<file path="config.mk">
export PLATFORM = sky130hd
export DESIGN_NAME = edge_stamp
export DESIGN_NICKNAME = d
export VERILOG_FILES = /design/src/rtl/icap_pkg.sv /design/src/rtl/pin_sync.sv /design/src/rtl/cap_ctrl.sv /design/src/rtl/stamp_fifo.sv /design/src/rtl/edge_stamp.sv
export SDC_FILE = /design/constraint.sdc
export NUM_CORES = 1
export LEC_CHECK = 0
export BUFFER_PORTS_ARGS = -buffer_cell sky130_fd_sc_hd__buf_2
export CAP_MARGIN = 10
export CORE_MARGIN = 5
export CORE_UTILIZATION = 61
export CTS_BUF_LIST = sky130_fd_sc_hd__clkbuf_4 sky130_fd_sc_hd__clkbuf_8 sky130_fd_sc_hd__clkbuf_16
export DETAILED_ROUTE_END_ITERATION = 6
export GPL_TIMING_DRIVEN = 0
export PLACE_DENSITY = 0.93
export SLEW_MARGIN = 15
export SYNTH_ARGS = -nofsm -noshare
export SYNTH_HDL_FRONTEND = slang
export SYNTH_SLANG_ARGS = --single-unit
export TNS_END_PERCENT = 50
</file>
<file path="constraint.sdc">
create_clock -name clk -period 6.65 [get_ports clk]
set_clock_uncertainty 0.15 [all_clocks]
set_input_delay 1.33 -clock clk [delete_from_list [all_inputs] [get_ports clk]]
set_output_delay 1.33 -clock clk [all_outputs]
set_load 0.02 [all_outputs]
</file>
<file path="src/rtl/icap_pkg.sv">
package icap_pkg;

    // state values equal the mode codes they stand for
    typedef enum logic [2:0] {
        S_OFF   = 3'd0,
        S_ANY   = 3'd1,
        S_FALL  = 3'd2,
        S_RISE  = 3'd3,
        S_DIV4  = 3'd4,
        S_DIV16 = 3'd5
    } cap_state_t;

    function automatic cap_state_t decode_mode(input logic [2:0] code);
        cap_state_t st;
        unique case (code)
            3'd1:    st = S_ANY;
            3'd2:    st = S_FALL;
            3'd3:    st = S_RISE;
            3'd4:    st = S_DIV4;
            3'd5:    st = S_DIV16;
            default: st = S_OFF;
        endcase
        return st;
    endfunction

endpackage

</file>
<file path="src/rtl/pin_sync.sv">
module pin_sync #(
    parameter int STAGES = 2
) (
    input  logic clk,
    input  logic rst_n,
    input  logic pin,
    output logic rise,
    output logic fall
);

    logic [STAGES-1:0] chain;
    logic              last;

    generate
        for (genvar i = 0; i < STAGES; i++) begin : g_stage
            if (i == 0) begin : g_first
                always_ff @(posedge clk or negedge rst_n) begin
                    if (!rst_n) chain[0] <= 1'b0;
                    else        chain[0] <= pin;
                end
            end else begin : g_next
                always_ff @(posedge clk or negedge rst_n) begin
                    if (!rst_n) chain[i] <= 1'b0;
                    else        chain[i] <= chain[i-1];
                end
            end
        end
    endgenerate

    always_ff @(posedge clk or negedge rst_n) begin
        if (!rst_n) last <= 1'b0;
        else        last <= chain[STAGES-1];
    end

    assign rise =  chain[STAGES-1] & ~last;
    assign fall = ~chain[STAGES-1] &  last;

endmodule

</file>
<file path="src/rtl/cap_ctrl.sv">
module cap_ctrl
    import icap_pkg::*;
#(
    parameter int DIV_A = 4,
    parameter int DIV_B = 16,
    parameter int CW    = 2
) (
    input  logic          clk,
    input  logic          rst_n,
    input  logic [2:0]    mode,
    input  logic          rise,
    input  logic          fall,
    input  logic [CW-1:0] irq_count,
    input  logic          irq_clr,
    output logic          cap_event,
    output logic          irq_flag,
    output cap_state_t    state
);

    localparam int PW = $clog2(DIV_B) + 1;

    cap_state_t    state_q, state_d;
    logic          reconf;
    logic          edge_hit;
    logic [PW-1:0] pre_q, pre_d;
    logic [CW-1:0] cnt_q;
    logic          irq_hit;

    // state register: follows the decoded mode every cycle
    assign state_d = decode_mode(mode);
    assign reconf  = (state_d != state_q);

    always_ff @(posedge clk or negedge rst_n) begin
        if (!rst_n) state_q <= S_OFF;
        else        state_q <= state_d;
    end

    // outputs of the current state
    always_comb begin
        edge_hit = 1'b0;
        pre_d    = '0;
        unique case (state_q)
            S_OFF:   edge_hit = 1'b0;
            S_ANY:   edge_hit = rise | fall;
            S_FALL:  edge_hit = fall;
            S_RISE:  edge_hit = rise;
            S_DIV4: begin
                edge_hit = rise && (pre_q == PW'(DIV_A - 1));
                pre_d    = pre_q;
                if (rise) pre_d = edge_hit ? '0 : pre_q + 1'b1;
            end
            S_DIV16: begin
                edge_hit = rise && (pre_q == PW'(DIV_B - 1));
                pre_d    = pre_q;
                if (rise) pre_d = edge_hit ? '0 : pre_q + 1'b1;
            end
            default: edge_hit = 1'b0;
        endcase
        if (reconf) pre_d = '0;
    end

    assign cap_event = edge_hit && !reconf;
    assign irq_hit   = cap_event && (cnt_q >= irq_count);
    assign state     = state_q;

    always_ff @(posedge clk or negedge rst_n) begin
        if (!rst_n) pre_q <= '0;
        else        pre_q <= pre_d;
    end

    always_ff @(posedge clk or negedge rst_n) begin
        if (!rst_n)          cnt_q <= '0;
        else if (reconf)     cnt_q <= '0;
        else if (irq_hit)    cnt_q <= '0;
        else if (cap_event)  cnt_q <= cnt_q + 1'b1;
    end

    always_ff @(posedge clk or negedge rst_n) begin
        if (!rst_n)       irq_flag <= 1'b0;
        else if (irq_hit) irq_flag <= 1'b1;
        else if (irq_clr) irq_flag <= 1'b0;
    end

endmodule

</file>
<file path="src/rtl/stamp_fifo.sv">
module stamp_fifo #(
    parameter int W     = 16,
    parameter int DEPTH = 4
) (
    input  logic                       clk,
    input  logic                       rst_n,
    input  logic                       wr,
    input  logic [W-1:0]               wdata,
    input  logic                       rd,
    output logic [W-1:0]               rdata,
    output logic                       not_empty,
    output logic                       overflow,
    output logic [$clog2(DEPTH):0]     fill
);

    localparam int AW = $clog2(DEPTH);

    logic [W-1:0]  mem [DEPTH];
    logic [AW-1:0] wp, rp;
    logic          full, do_wr, do_rd;

    assign full      = (fill == (AW+1)'(DEPTH));
    assign do_wr     = wr && !full;
    assign do_rd     = rd && (fill != '0);
    assign not_empty = (fill != '0);

    always_ff @(posedge clk) begin
        if (do_wr) mem[wp] <= wdata;
    end

    always_ff @(posedge clk or negedge rst_n) begin
        if (!rst_n) begin
            wp    <= '0;
            rp    <= '0;
            fill  <= '0;
            rdata <= '0;
        end else begin
            if (do_wr) wp <= (wp == AW'(DEPTH - 1)) ? '0 : wp + 1'b1;
            if (do_rd) begin
                rp    <= (rp == AW'(DEPTH - 1)) ? '0 : rp + 1'b1;
                rdata <= mem[rp];
            end
            if (do_wr && !do_rd)      fill <= fill + 1'b1;
            else if (do_rd && !do_wr) fill <= fill - 1'b1;
        end
    end

    always_ff @(posedge clk or negedge rst_n) begin
        if (!rst_n)                                    overflow <= 1'b0;
        else if (wr && full)                           overflow <= 1'b1;
        else if (do_rd && !do_wr && fill == (AW+1)'(1)) overflow <= 1'b0;
    end

endmodule

</file>
<file path="src/rtl/edge_stamp.sv">
module edge_stamp
    import icap_pkg::*;
#(
    parameter int TW    = 16,
    parameter int DEPTH = 4,
    parameter int SYNC  = 2,
    parameter int DIV_A = 4,
    parameter int DIV_B = 16
) (
    input  logic          clk,
    input  logic          rst_n,
    input  logic          pin_in,
    input  logic [TW-1:0] timer_a,
    input  logic [TW-1:0] timer_b,
    input  logic [2:0]    mode,
    input  logic          timer_sel,
    input  logic [1:0]    irq_count,
    input  logic          irq_clr,
    input  logic          rd_en,
    output logic [TW-1:0] rd_data,
    output logic          buf_not_empty,
    output logic          overflow,
    output logic          irq_flag
);

    localparam int FW = $clog2(DEPTH) + 1;

    logic          rise, fall;
    logic          cap_event;
    cap_state_t    ctl_state;
    logic [TW-1:0] stamp;
    logic [FW-1:0] fill;

    assign stamp = timer_sel ? timer_b : timer_a;

    pin_sync #(.STAGES(SYNC)) u_sync (
        .clk   (clk),
        .rst_n (rst_n),
        .pin   (pin_in),
        .rise  (rise),
        .fall  (fall)
    );

    cap_ctrl #(.DIV_A(DIV_A), .DIV_B(DIV_B), .CW(2)) u_ctrl (
        .clk       (clk),
        .rst_n     (rst_n),
        .mode      (mode),
        .rise      (rise),
        .fall      (fall),
        .irq_count (irq_count),
        .irq_clr   (irq_clr),
        .cap_event (cap_event),
        .irq_flag  (irq_flag),
        .state     (ctl_state)
    );

    stamp_fifo #(.W(TW), .DEPTH(DEPTH)) u_fifo (
        .clk       (clk),
        .rst_n     (rst_n),
        .wr        (cap_event),
        .wdata     (stamp),
        .rd        (rd_en),
        .rdata     (rd_data),
        .not_empty (buf_not_empty),
        .overflow  (overflow),
        .fill      (fill)
    );

endmodule

</file>
Word-level counts from Yosys, hierarchy flattened:

Memories as Yosys holds them, arrays and structs flattened. A register that Yosys moved wholly into a read port is not among the register bits.
Cells that the tools add are included.
Widths: inputs -> output; s select.

* memory bits (writable): 64
* output and inout bits: 19
* register bits: 22
* memories: 1

Memories
* u_fifo.mem: words 4, width 16, rd ports 1, clocked after memory_dff 1, write ports 1, RTL line stamp_fifo.sv:18 `logic [W-1:0] mem [DEPTH];`

* $lt $le $gt $ge: 1
* equality and inequality tests: 19
* add/subtract/negate cells: 6
* multiplexer cells: 22
* bitwise logic cells: 5
* reductions and logical operators: 21

Operators by type and width (number)
* $mux 5: 5
* $mux 16: 1
* $eq 3x3->1 const B: 5
* $pmux 3 s5: 1
* $eq 3x2->1 const B: 4
* $logic_and 1x1->1: 10
* $mux 2: 5
* $pmux 5 s2: 1
* $eq 3x1->1 const B: 3
* $add 2x1->2 const B: 3
* $mux 1: 6
* $mux 3: 2
* $ne 3x1->1 const B: 2
* $reduce_bool 2->1: 3
* $reduce_bool 3->1: 2
* $add 5x1->5 const B: 1
* $eq 5x2->1 const B: 1
* $eq 5x4->1 const B: 1
* $logic_not 1->1: 5
* $pmux 1 s5: 1
* $eq 2x2->1 const B: 2
* $add 3x1->3 const B: 1
* $ne 3x3->1: 1
* $sub 3x1->3 const B: 1
* 5 further kinds: 7

Longest topological paths before layout:

Gate-level depths: netlist of the first run.

* depth after elaboration: 11
* gate-level depth with buffers: 12
* depth with buffers taken out: 12

Cells and area by module:

From an unflattened synthesis of the first run, not the netlist that was laid out.

* cell total of the unflattened synthesis: 277
* area total of the unflattened synthesis: 4584.4 sq um

By module, submodules not included
* stamp_fifo: instances 1, cells an instance 169, area an instance 3452.1 sq um
* cap_ctrl: instances 1, cells an instance 85, area an instance 793.3 sq um
* edge_stamp: instances 1, cells an instance 18, area an instance 249.0 sq um
* pin_sync: instances 1, cells an instance 5, area an instance 90.1 sq um

Worst setup path after synthesis of the first run:

No wires, ideal clock.

* kind: in2reg
* start: input mode[2]
* end: memory u_fifo.mem[0][0], enable pin
* setup slack: 3426 ps
* stages on the path: 5
* data required time: 6126 ps
* path buffers: 0
* data arrival time: 2700 ps
* cell sequence: xor2_1 > o32ai_1 > a21oi_1 > a211oi_4 > and2_1

* cells in the longest elaborated chain, start to end: 8
* elaborated cells on any way between the ends: 12
* those cells by class: 6 x eq/ne; 3 x mux; 3 x reduce/logical

RTL lines
* from (decl): RTL line edge_stamp.sv:15 `input logic [2:0] mode,`
* $eq 3x3->1, or another cell as far along: RTL line icap_pkg.sv:15 `unique case (code)`
* $pmux 3 s5 *: RTL line icap_pkg.sv:15
* $ne 3x3->1 *: RTL line cap_ctrl.sv:31 `assign reconf = (state_d != state_q);`
* $logic_not 1->1 *: RTL line cap_ctrl.sv:62 `assign cap_event = edge_hit && !reconf;`
* $logic_and 1x1->1 *: RTL line cap_ctrl.sv:62
* $logic_and 1x1->1 *: RTL line stamp_fifo.sv:23 `assign do_wr = wr && !full;`
* via u_fifo.do_wr: RTL line stamp_fifo.sv:20 `logic full, do_wr, do_rd;`
* $mux 1 *: RTL line stamp_fifo.sv:28 `if (do_wr) mem[wp] <= wdata;`
* $mux 1 (implied by the code) *: RTL line stamp_fifo.sv:28
* to (decl): RTL line stamp_fifo.sv:18

The timed path passes the listed nets; every way through them passes the cells marked *.

Final worst setup path of the first run:

* start: input mode[2]
* end: memory u_fifo.mem[3][2], enable pin

The elaborated chain is that of the path after synthesis.

==> results of run 1 <==
==> where the power goes <==
group | switching [W] | internal [W] | total [W]
Combinational | 0.000269 | 0.000248 | 0.000516
Clock | 0.000219 | 0.000153 | 0.000372
Sequential | 0.0000559 | 0.000760 | 0.000816
Total | 0.000544 | 0.00116 | 0.00170
==> registers in the layout, indices dropped and copies added (netlist names), 3 cells and up <==
name / cells
u_fifo.mem: 64
u_fifo.rdata: 16
u_ctrl.pre_q: 5
u_ctrl.state: 3
u_fifo.fill: 3
==> cells in the final DEF, fill, tap and decap left out, drive strengths merged, types with 7 or more instances in the layout <==
cell / netlist / final
inv: 17 / 19
buf: 3 / 63
nor2: 7 / 7
nand2b: 7 / 7
clkbuf: 6 / 16
dfrtp: 38 / 38
edfxtp: 64 / 64
mux4: 16 / 16
mux2: 36 / 36
nand2: 8 / 8
ha: 18 / 18
==> stage by stage <==
stage | utilization | instances | area (sq um)
after floorplan | - | 267 | 4444
after global placement | 0.6785 | 426 | 4868
after detailed placement | 0.6785 | 426 | 4868
after CTS | 0.7053 | 442 | 5061
after global routing | 0.7053 | 442 | 5061
final | 0.7053 | 442 | 5061
==> cells by family after synthesis <==
group	synth area share
AOI/OAI and AO/OA	0.04026
muxes	0.1807
adders and majority gates	0.05068
buffers and inverters	0.02308
DFF	0.6464
xor gates and xnor gates	0.009855
and+or+nand+nor	0.04899
==> final cells by class <==
type / instances / area (sq um) / share of cell area
sequential: 102 / 2873 / 0.5676
multi-input combinational: 139 / 1469 / 0.2902
timing repair buffer: 60 / 300.3 / 0.05933
clock buffer: 10 / 137.6 / 0.02719
tap: 99 / 123.9 / 0.02447
inverter: 17 / 63.81 / 0.01261
clock inverter: 6 / 55.05 / 0.01088
buffer: 9 / 38.79 / 0.007664
==> layer usage <==
layer  share of wire  up-vias
li1                -     1138
met1            0.41     1214
met2            0.52       64
met3           0.049       12
met4           0.017        0
met5               0        -
==> worst max path at each step <==
stage / startpoint / end / slack [ns] / cells after the start
global route: mode[2] / u_fifo.mem[0][7]$_DFFE_PP_ / 3.03 / 6
CTS: mode[2] / u_fifo.mem[0][15]$_DFFE_PP_ / 3.20 / 6
finish: mode[2] / u_fifo.mem[3][2]$_DFFE_PP_ / 3.22 / 6
floorplan: mode[2] / u_fifo.mem[0][0]$_DFFE_PP_ / 3.43 / 5
global placement: mode[2] / u_fifo.mem[3][1]$_DFFE_PP_ / 2.94 / 6
detailed placement: mode[2] / u_fifo.mem[0][4]$_DFFE_PP_ / 2.82 / 6
==> flow_metrics.py, run 1 <==
metrics = {
    "sta": {
        "final_max_slew_viol_count": 0,
        "hold_viol_final": 0,
        "rsz0062_at_grt": "no",
        "setup_ws_ns": 3.220,
        "relSlewSlack": 0.4074,
        "fin_crit_sh": 0.5158,
        "fmax_mhz": 291.5,
        "min_period_ns": 3.430,
        "setup_viol": 0,
        "tns_ns": 0,
        "max_slew.worst_pin.slew_ns": 0.8889,
        "timing.hold.ws_ns": 0.2098,
    },
    "power_and_ir_drop": {
        "ir_drop_v": 0.0002119,
        "leakagePower_nw": 2.010,
        "power.total_w": 0.001704,
        "p_per_area_nw_per_um2": 336.6,
    },
    "synthesis": {
        "synth_seq_cells": 102,
        "yosysSeqAreaShare": 0.6464,
        "synth_top_cell_by_area": "edfxtp_1",
        "yosysMostFrequentCell": "edfxtp_1",
        "synth_edf_count": 64,
        "synth_area_leaders": "edfxtp_1, dfrtp_1, mux2_2",
        "synth_area_sq_um": 4444,
        "ys_warn_count": 0,
        "syn_avg_cell_area_sq_um": 16.65,
        "synth_top_area_frac": 0.4324,
        "netlist_top_cells_count": "edfxtp_1, dfrtp_1, mux2_2",
        "synthCells": 267,
        "ys_types": 40,
        "synthArstFlopShare": 0.3725,
        "synthFlopType": "edfxtp_1",
        "syn_nets": 328,
    },
    "global_route": {
        "overflow": 0,
        "grt.busiest_layer": "met2",
        "grt_pass1_vias": 2547,
        "use_met1": 0.2317,
        "grt_util_met2": 0.3160,
        "grt_pass1_wl_um": 12450,
        "grt_max_degree": 39,
        "grt_use_total": 0.1867,
        "grt.met3_usage": 0.04972,
        "antenna_found_initial": 0,
    },
    "clocking": {
        "hold_buffers": 0,
        "clock_path_buffers": 2,
        "cts_num_sinks": 102,
        "root_buffer": "clkbuf_8",
        "clk_latency_ns": 0.36,
        "cts_buffers": 9,
        "cts_resized": 0,
        "path_clk_slew_ns": 0.10,
        "cts_tree": "built",
        "cts_setup_buffers": 0,
        "cts_max_level": 3,
    },
    "critical_path": {
        "rrSetupSlack_ns": 3.24,
        "cp.arrival_ns": 3.27,
        "required_ns": 6.49,
        "critPathTopFamily": "compound AO/OA/AOI/OAI gates",
        "crit_path_end_kind": "flop",
        "critPathKind": "in2reg",
        "critPathMaxFanout": 16,
        "critPathMaxStageDelay_ns": 0.78,
        "path_cells": "buf_2, xor2_1, o32ai_1, a21oi_1, a211oi_4, and2_1",
        "startpoint_type": "primary input",
        "reg2reg_depth": 7,
        "worst-path-buf-inv": 1,
        "timing.rr.end": "u_fifo.mem[3][2]$_DFFE_PP_",
        "crit_path_top_delay_cell": "and2_1",
        "r2r-start": "u_sync.last$_DFF_PN0_",
    },
    "detailed_routing": {
        "vias": 2428,
        "drc": 0,
        "firstDrtPassIters": 4,
        "drtIter0Drc": 121,
        "detail_route.wirelength_um": 7628,
        "wl_per_cell_um": 17.26,
        "via_per_inst": 5.493,
        "ant_nets": 0,
    },
    "cells_and_area": {
        "diodes": 0,
        "syn_to_final_growth_pct": 13.88,
        "nets": 399,
        "drive_gt1_frac": 0.3936,
        "nFillCells": 475,
    },
    "hold_path": {
        "hp-class": "reg2reg",
        "hp-start": "u_sync.chain[0]$_DFF_PN0_",
        "whs_path_depth": 0,
        "hold_path_end": "u_sync.chain[1]$_DFF_PN0_",
    },
    "die": {
        "start_util": 0.6194,
        "fp-row-count": 31,
        "die_w_um": 95.36,
        "dieArea_sq_um": 9093,
        "coreArea_sq_um": 7176,
        "fp.dieH_um": 95.36,
        "io_pins": 62,
    },
    "placed_design": {
        "gp_congestion": 0.7072,
        "dpl.hpwl_um": 5247,
        "io_buffers": 60,
        "preCtsSetupSlack_ns": 2.821,
    },
    "run_status": {
        "outcome": "completed",
    },
    "run": {
        "cap_viol_max_count": 0,
    },
}
(Power assumes the default switching activity.)
==> run 2: changes to the inputs <==
--- a/config.mk
+++ b/config.mk
@@ -8,11 +8,11 @@
 export BUFFER_PORTS_ARGS = -buffer_cell sky130_fd_sc_hd__buf_2
 export CAP_MARGIN = 10
 export CORE_MARGIN = 5
-export CORE_UTILIZATION = 61
+export CORE_UTILIZATION = 51
 export CTS_BUF_LIST = sky130_fd_sc_hd__clkbuf_4 sky130_fd_sc_hd__clkbuf_8 sky130_fd_sc_hd__clkbuf_16
 export DETAILED_ROUTE_END_ITERATION = 6
 export GPL_TIMING_DRIVEN = 0
-export PLACE_DENSITY = 0.93
+export PLACE_DENSITY = 0.84
 export SLEW_MARGIN = 15
 export SYNTH_ARGS = -nofsm -noshare
 export SYNTH_HDL_FRONTEND = slang
==> constraint.sdc (replaced) <==
create_clock -name clk -period 2.82 [get_ports clk]
set_clock_uncertainty 0.15 [all_clocks]
set_input_delay 0.564 -clock clk [delete_from_list [all_inputs] [get_ports clk]]
set_output_delay 0.564 -clock clk [all_outputs]
set_load 0.02 [all_outputs]
==> flow_metrics.py, run 2 (synthesis results as in run 1) <==
metrics = {
    "cells_and_area": {
        "nets": 403,
        "syn_to_final_growth_pct": 15.91,
        "multi_input_area_sq_um": 1505,
        "drive_gt1_frac": 0.4207,
        "nFillCells": 659,
        "stdcell_area_sq_um": 5151,
        "regArea_sq_um": 2873,
        "largest_registers": "u_fifo.mem (64), u_fifo.rdata (16), u_ctrl.pre_q (5)",
        "largest-register": "u_fifo.mem",
        "diodes": 0,
        "layout_commonest_cell": "edfxtp_1",
        "final_cell_mix": "edfxtp_1, buf_2, dfrtp_1",
        "finalCoreUtilization": 0.5994,
        "largest_register_ff_count": 64,
    },
    "die": {
        "fp-row-count": 34,
        "die_w_um": 103.4,
        "fp.dieH_um": 103.4,
        "start_util": 0.5172,
        "coreArea_sq_um": 8593,
        "dieArea_sq_um": 10680,
        "io_pins": 62,
    },
    "critical_path": {
        "crit_path_top_delay_cell": "or4b_4",
        "critPathKind": "reg2reg",
        "r2r-start": "u_sync.last$_DFF_PN0_",
        "required_ns": 2.71,
        "rrSetupSlack_ns": 0.12,
        "crit_path_end_kind": "flop",
        "timing.rr.end": "u_fifo.mem[2][9]$_DFFE_PP_",
        "reg2reg_depth": 8,
        "critPathMaxFanout": 16,
        "crit_top_cell": "a211oi_4",
        "worst-path-buf-inv": 2,
        "critPathTopFamily": "simple AND/OR/NAND/NOR gates",
        "cp.arrival_ns": 2.59,
        "cp-startpoint": "u_sync.last$_DFF_PN0_",
        "critPathMaxStageDelay_ns": 0.48,
        "path_cells": "inv_1, ha_4, or4b_4, a2111oi_4, a211oi_4, a211oi_4, buf_6, and2_4",
        "startpoint_type": "flop",
    },
    "run_status": {
        "outcome": "completed",
    },
    "detailed_routing": {
        "vias": 2440,
        "detail_route.wirelength_um": 7691,
        "firstDrtPassIters": 4,
        "drtIter0Drc": 112,
        "wl_per_cell_um": 16.90,
        "ant_nets": 0,
        "via_per_inst": 5.363,
        "drc": 0,
    },
    "sta": {
        "min_period_ns": 2.704,
        "rsz0062_at_grt": "no",
        "hold_viol_final": 0,
        "relSlewSlack": 0.4081,
        "fin_crit_sh": 0.9588,
        "final_max_slew_viol_count": 0,
        "fmax_mhz": 369.8,
        "timing.hold.ws_ns": 0.1663,
        "max_slew.worst_pin.slew_ns": 0.8879,
        "setup_viol": 0,
    },
    "clocking": {
        "clk_latency_ns": 0.36,
        "cts_tree": "built",
        "clock_path_buffers": 2,
        "cts_num_sinks": 102,
        "cts_buffers": 9,
        "root_buffer": "clkbuf_8",
        "path_clk_slew_ns": 0.10,
        "cts_max_level": 3,
    },
    "global_route": {
        "grt_pass1_wl_um": 12030,
        "antenna_found_initial": 0,
        "grt_use_total": 0.1522,
        "overflow": 0,
        "grt_max_degree": 39,
        "grt_pass1_vias": 2491,
    },
    "placed_design": {
        "dpl.hpwl_um": 5356,
        "io_buffers": 60,
        "gp_congestion": 0.8588,
        "placed_area_sq_um": 4882,
    },
    "power_and_ir_drop": {
        "p_int_w": 0.002737,
        "leakagePower_nw": 2.049,
        "ir_drop_v": 0.0004472,
        "p_per_area_nw_per_um2": 773.3,
        "clock_power_share": 0.212,
        "switching_share": 0.3130,
        "seqPwrFrac": 0.483,
        "power_frac_comb": 0.305,
        "p_switching_w": 0.001247,
    },
    "hold_path": {
        "hp-class": "in2async",
    },
    "run": {
        "cap_viol_max_count": 0,
    },
}
-- run 2: worst register-to-register path, stage by stage (launching register included) --
cell and delay (ns):
dfrtp_1 0.39, inv_1 0.10, ha_4 0.18, or4b_4 0.48
a2111oi_4 0.28, a211oi_4 0.12, a211oi_4 0.23, buf_6 0.16
and2_4 0.31
-- run 2: worst max-delay path by stage --
| stage | endpoint | slack [ns] | depth (start not counted) |
|---|---|---|---|
| 6_report | u_fifo.mem[2][9]$_DFFE_PP_ | 0.12 | 8 |
| 5_1_grt | u_fifo.mem[3][14]$_DFFE_PP_ | 0.003 | 8 |
| 4_1_cts | u_fifo.mem[3][14]$_DFFE_PP_ | 0.04 | 8 |
| 2_1_floorplan | u_fifo.mem[2][0]$_DFFE_PP_ | -0.07 | 7 |
| 3_3_place_gp | u_fifo.mem[2][11]$_DFFE_PP_ | -0.49 | 7 |
| 3_5_place_dp | u_fifo.mem[2][11]$_DFFE_PP_ | -0.58 | 7 |
-- run 2: cell type report --
class | count | area share
repair buffers | 64 | 0.06728
inverters | 17 | 0.01239
clock buffers | 10 | 0.02672
flip-flops and latches | 102 | 0.5577
plain buffers | 9 | 0.007530
clock inverters | 6 | 0.009959
multi-input cells | 139 | 0.2922
well taps | 108 | 0.02623
-- run 2: power by group through the flow --
stage,Combinational (W),Clock [W],Sequential [W]
floorplan,0.000732,0,0.00208
global route,0.00133,0.000936,0.00195
detailed placement,0.00123,0,0.00195
CTS,0.00124,0.000875,0.00192
finish,0.00122,0.000844,0.00192
global placement,0.00118,0,0.00195
-- run 2: metal layers --
metal | wire, um | global-route usage | part of all wire | up-vias
met4 | 66 | 0.04183 | 0.0086 | 0
met1 | 3274 | 0.1866 | 0.43 | 1224
met5 | 0 | 0 | 0 | -
li1 | - | - | - | 1150
met3 | 359 | 0.03555 | 0.047 | 7
met2 | 3991 | 0.2701 | 0.52 | 59
-- run 2: what timing repair did --
action,in CTS,in global routing
hold buffers,0,0
pin swaps,4,2
resized for setup,7,5
endpoints found under the setup margin,67,68
setup buffers,4,0
-- run 2: through the flow --
stage	power, W	cells	setup WS (ns)	TNS [ns]
2_1_floorplan	0.002814	267	-0.07258	-2.322
3_3_place_gp	0.003122	435	-0.4913	-22.89
3_5_place_dp	0.003182	435	-0.5832	-28.88
4_1_cts	0.004034	455	0.03545	0
5_1_grt	0.004215	455	0.003318	0
6_report	0.003984	455	0.1161	0
==> run 3: changes to the inputs <==
--- a/config.mk
+++ b/config.mk
@@ -13,6 +13,7 @@
 export DETAILED_ROUTE_END_ITERATION = 6
 export GPL_TIMING_DRIVEN = 0
 export PLACE_DENSITY = 0.84
+export RECOVER_POWER = 25
 export SLEW_MARGIN = 15
 export SYNTH_ARGS = -nofsm -noshare
 export SYNTH_HDL_FRONTEND = slang
==> flow_metrics.py, run 3 (synthesis results as in run 1) <==
metrics = {
    "critical_path": {
        "critPathKind": "reg2reg",
        "cp.arrival_ns": 2.58,
        "crit_path_end_kind": "flop",
        "r2r-start": "u_sync.last$_DFF_PN0_",
        "startpoint_type": "flop",
        "critPathMaxFanout": 16,
        "cp-startpoint": "u_sync.last$_DFF_PN0_",
        "required_ns": 2.71,
    },
    "clocking": {
        "root_buffer": "clkbuf_8",
        "cts_buffers": 9,
        "cts_max_level": 3,
        "cts_tree": "built",
        "clk_latency_ns": 0.35,
        "clock_path_buffers": 2,
        "path_clk_slew_ns": 0.09,
        "cts_num_sinks": 102,
    },
    "sta": {
        "min_period_ns": 2.697,
        "relSlewSlack": -0.4385,
        "rsz0062_at_grt": "no",
        "fmax_mhz": 370.7,
        "setup_ws_ns": 0.1226,
        "setup_viol": 0,
        "fin_crit_sh": 0.9565,
        "final_max_slew_viol_count": 39,
        "hold_viol_final": 0,
        "max_slew.worst_pin.slew_ns": 2.158,
    },
    "detailed_routing": {
        "ant_nets": 0,
        "vias": 2440,
        "detail_route.wirelength_um": 7665,
        "firstDrtPassIters": 4,
        "wl_per_cell_um": 16.85,
        "drtIter0Drc": 116,
        "drc": 0,
        "via_per_inst": 5.363,
    },
    "die": {
        "coreArea_sq_um": 8593,
        "fp.dieH_um": 103.4,
        "dieArea_sq_um": 10680,
        "fp-row-count": 34,
        "die_w_um": 103.4,
        "io_pins": 62,
        "start_util": 0.5172,
    },
    "cells_and_area": {
        "nFillCells": 659,
        "largest_register_ff_count": 64,
        "layoutNonFillerInstCount": 455,
        "diodes": 0,
        "drive_gt1_frac": 0.4035,
        "syn_to_final_growth_pct": 15.85,
        "layout_commonest_cell": "edfxtp_1",
        "final_cell_mix": "edfxtp_1, buf_2, dfrtp_1",
        "stdcell_area_sq_um": 5149,
        "nets": 403,
        "regArea_sq_um": 2873,
        "multi_input_area_sq_um": 1505,
        "largest-register": "u_fifo.mem",
        "largest_registers": "u_fifo.mem (64), u_fifo.rdata (16), u_ctrl.pre_q (5)",
    },
    "global_route": {
        "grt_max_degree": 39,
        "grt_pass1_wl_um": 12030,
        "overflow": 0,
        "antenna_found_initial": 0,
        "grt_use_total": 0.1522,
        "grt_pass1_vias": 2491,
    },
    "placed_design": {
        "dpl.hpwl_um": 5356,
        "placed_area_sq_um": 4882,
        "gp_congestion": 0.8588,
        "preCtsSetupSlack_ns": -0.5832,
        "placed_cells": 435,
        "io_buffers": 60,
    },
    "power_and_ir_drop": {
        "ir_drop_v": 0.0004473,
        "p_per_area_nw_per_um2": 772.4,
        "leakagePower_nw": 2.044,
    },
    "hold_path": {
        "hp-class": "in2reg",
        "hp-start": "pin_in",
    },
    "run": {
        "cap_viol_max_count": 1,
    },
    "run_status": {
        "outcome": "finished with violations",
        "violations": "capacitance limit, slew limit",
    },
}
-- run 3: cell types whose count changed in the layout (fill, tap and decap cells not counted), sizes merged --
cell / change
buf: -2
clkbuf: +2
-- run 3: worst paths after layout --
kind / endpoint / slack, ns / cells past startpoint
min: u_sync.chain[0]$_DFF_PN0_ / 0.17 / 1
max reg2reg: u_fifo.mem[2][9]$_DFFE_PP_ / 0.12 / 8
min reg2reg: u_sync.chain[1]$_DFF_PN0_ / 0.21 / 0
max in group asynchronous: u_fifo.rdata[13]$_DFFE_PN0P_ / 0.60 / 1
min in group asynchronous: u_fifo.rdata[7]$_DFFE_PN0P_ / 0.68 / 1
max: u_fifo.mem[2][9]$_DFFE_PP_ / 0.12 / 8
-- run 3: metal layers --
metal / vias up / GRT usage / routed length [um]
met5: - / 0 / 0
met4: 0 / 0.04183 / 34
met3: 3 / 0.03555 / 350
met2: 54 / 0.2701 / 4013
met1: 1230 / 0.1866 / 3268
li1: 1153 / - / -
-- run 3: area by class of cell --
| cell class | instances | share of cell area |
|---|---|---|
| Sequential cell | 102 | 0.5580 |
| Multi-Input combinational cell | 139 | 0.2923 |
| Timing Repair Buffer | 64 | 0.06683 |
| Clock buffer | 10 | 0.02673 |
| Tap cell | 108 | 0.02625 |
| Inverter | 17 | 0.01239 |
| Clock inverter | 6 | 0.009964 |
| Buffer | 9 | 0.007533 |
-- run 3: critical path, stage by stage, from the launching register on --
cell and delay, ns:
dfrtp_1 0.39, inv_1 0.10, ha_4 0.18, or4b_4 0.48, a2111oi_4 0.28, a211oi_4 0.12, a211oi_4 0.23, buf_6 0.16
and2_4 0.31
-- run 3: metrics by stage --
stage	TNS (ns)	hold slack, ns	util	power, W
3_3_place_gp	-22.89	0.1861	0.5681	0.003122
5_1_grt	0	0.1557	0.5992	0.004213
3_5_place_dp	-28.88	0.1943	0.5681	0.003182
4_1_cts	0	0.1505	0.5962	0.004034
2_1_floorplan	-2.322	0.1184	-	0.002814
6_report	0	0.1705	0.5992	0.003977
-- run 3: repair_timing --
item,in CTS,in global routing
pin swaps,4,2
setup buffers,4,0
setup endpoints to repair,67,68
cloned,0,0
gates resized for setup,7,5
hold buffers,0,0
-- run 3: report_power, final --
| part | leakage [nW] | internal, W | switching (W) |
|---|---|---|---|
| sequential | 1.05 | 0.00179 | 0.000132 |
| combinational | 0.898 | 0.000584 | 0.000627 |
| clock | 0.0992 | 0.000359 | 0.000482 |
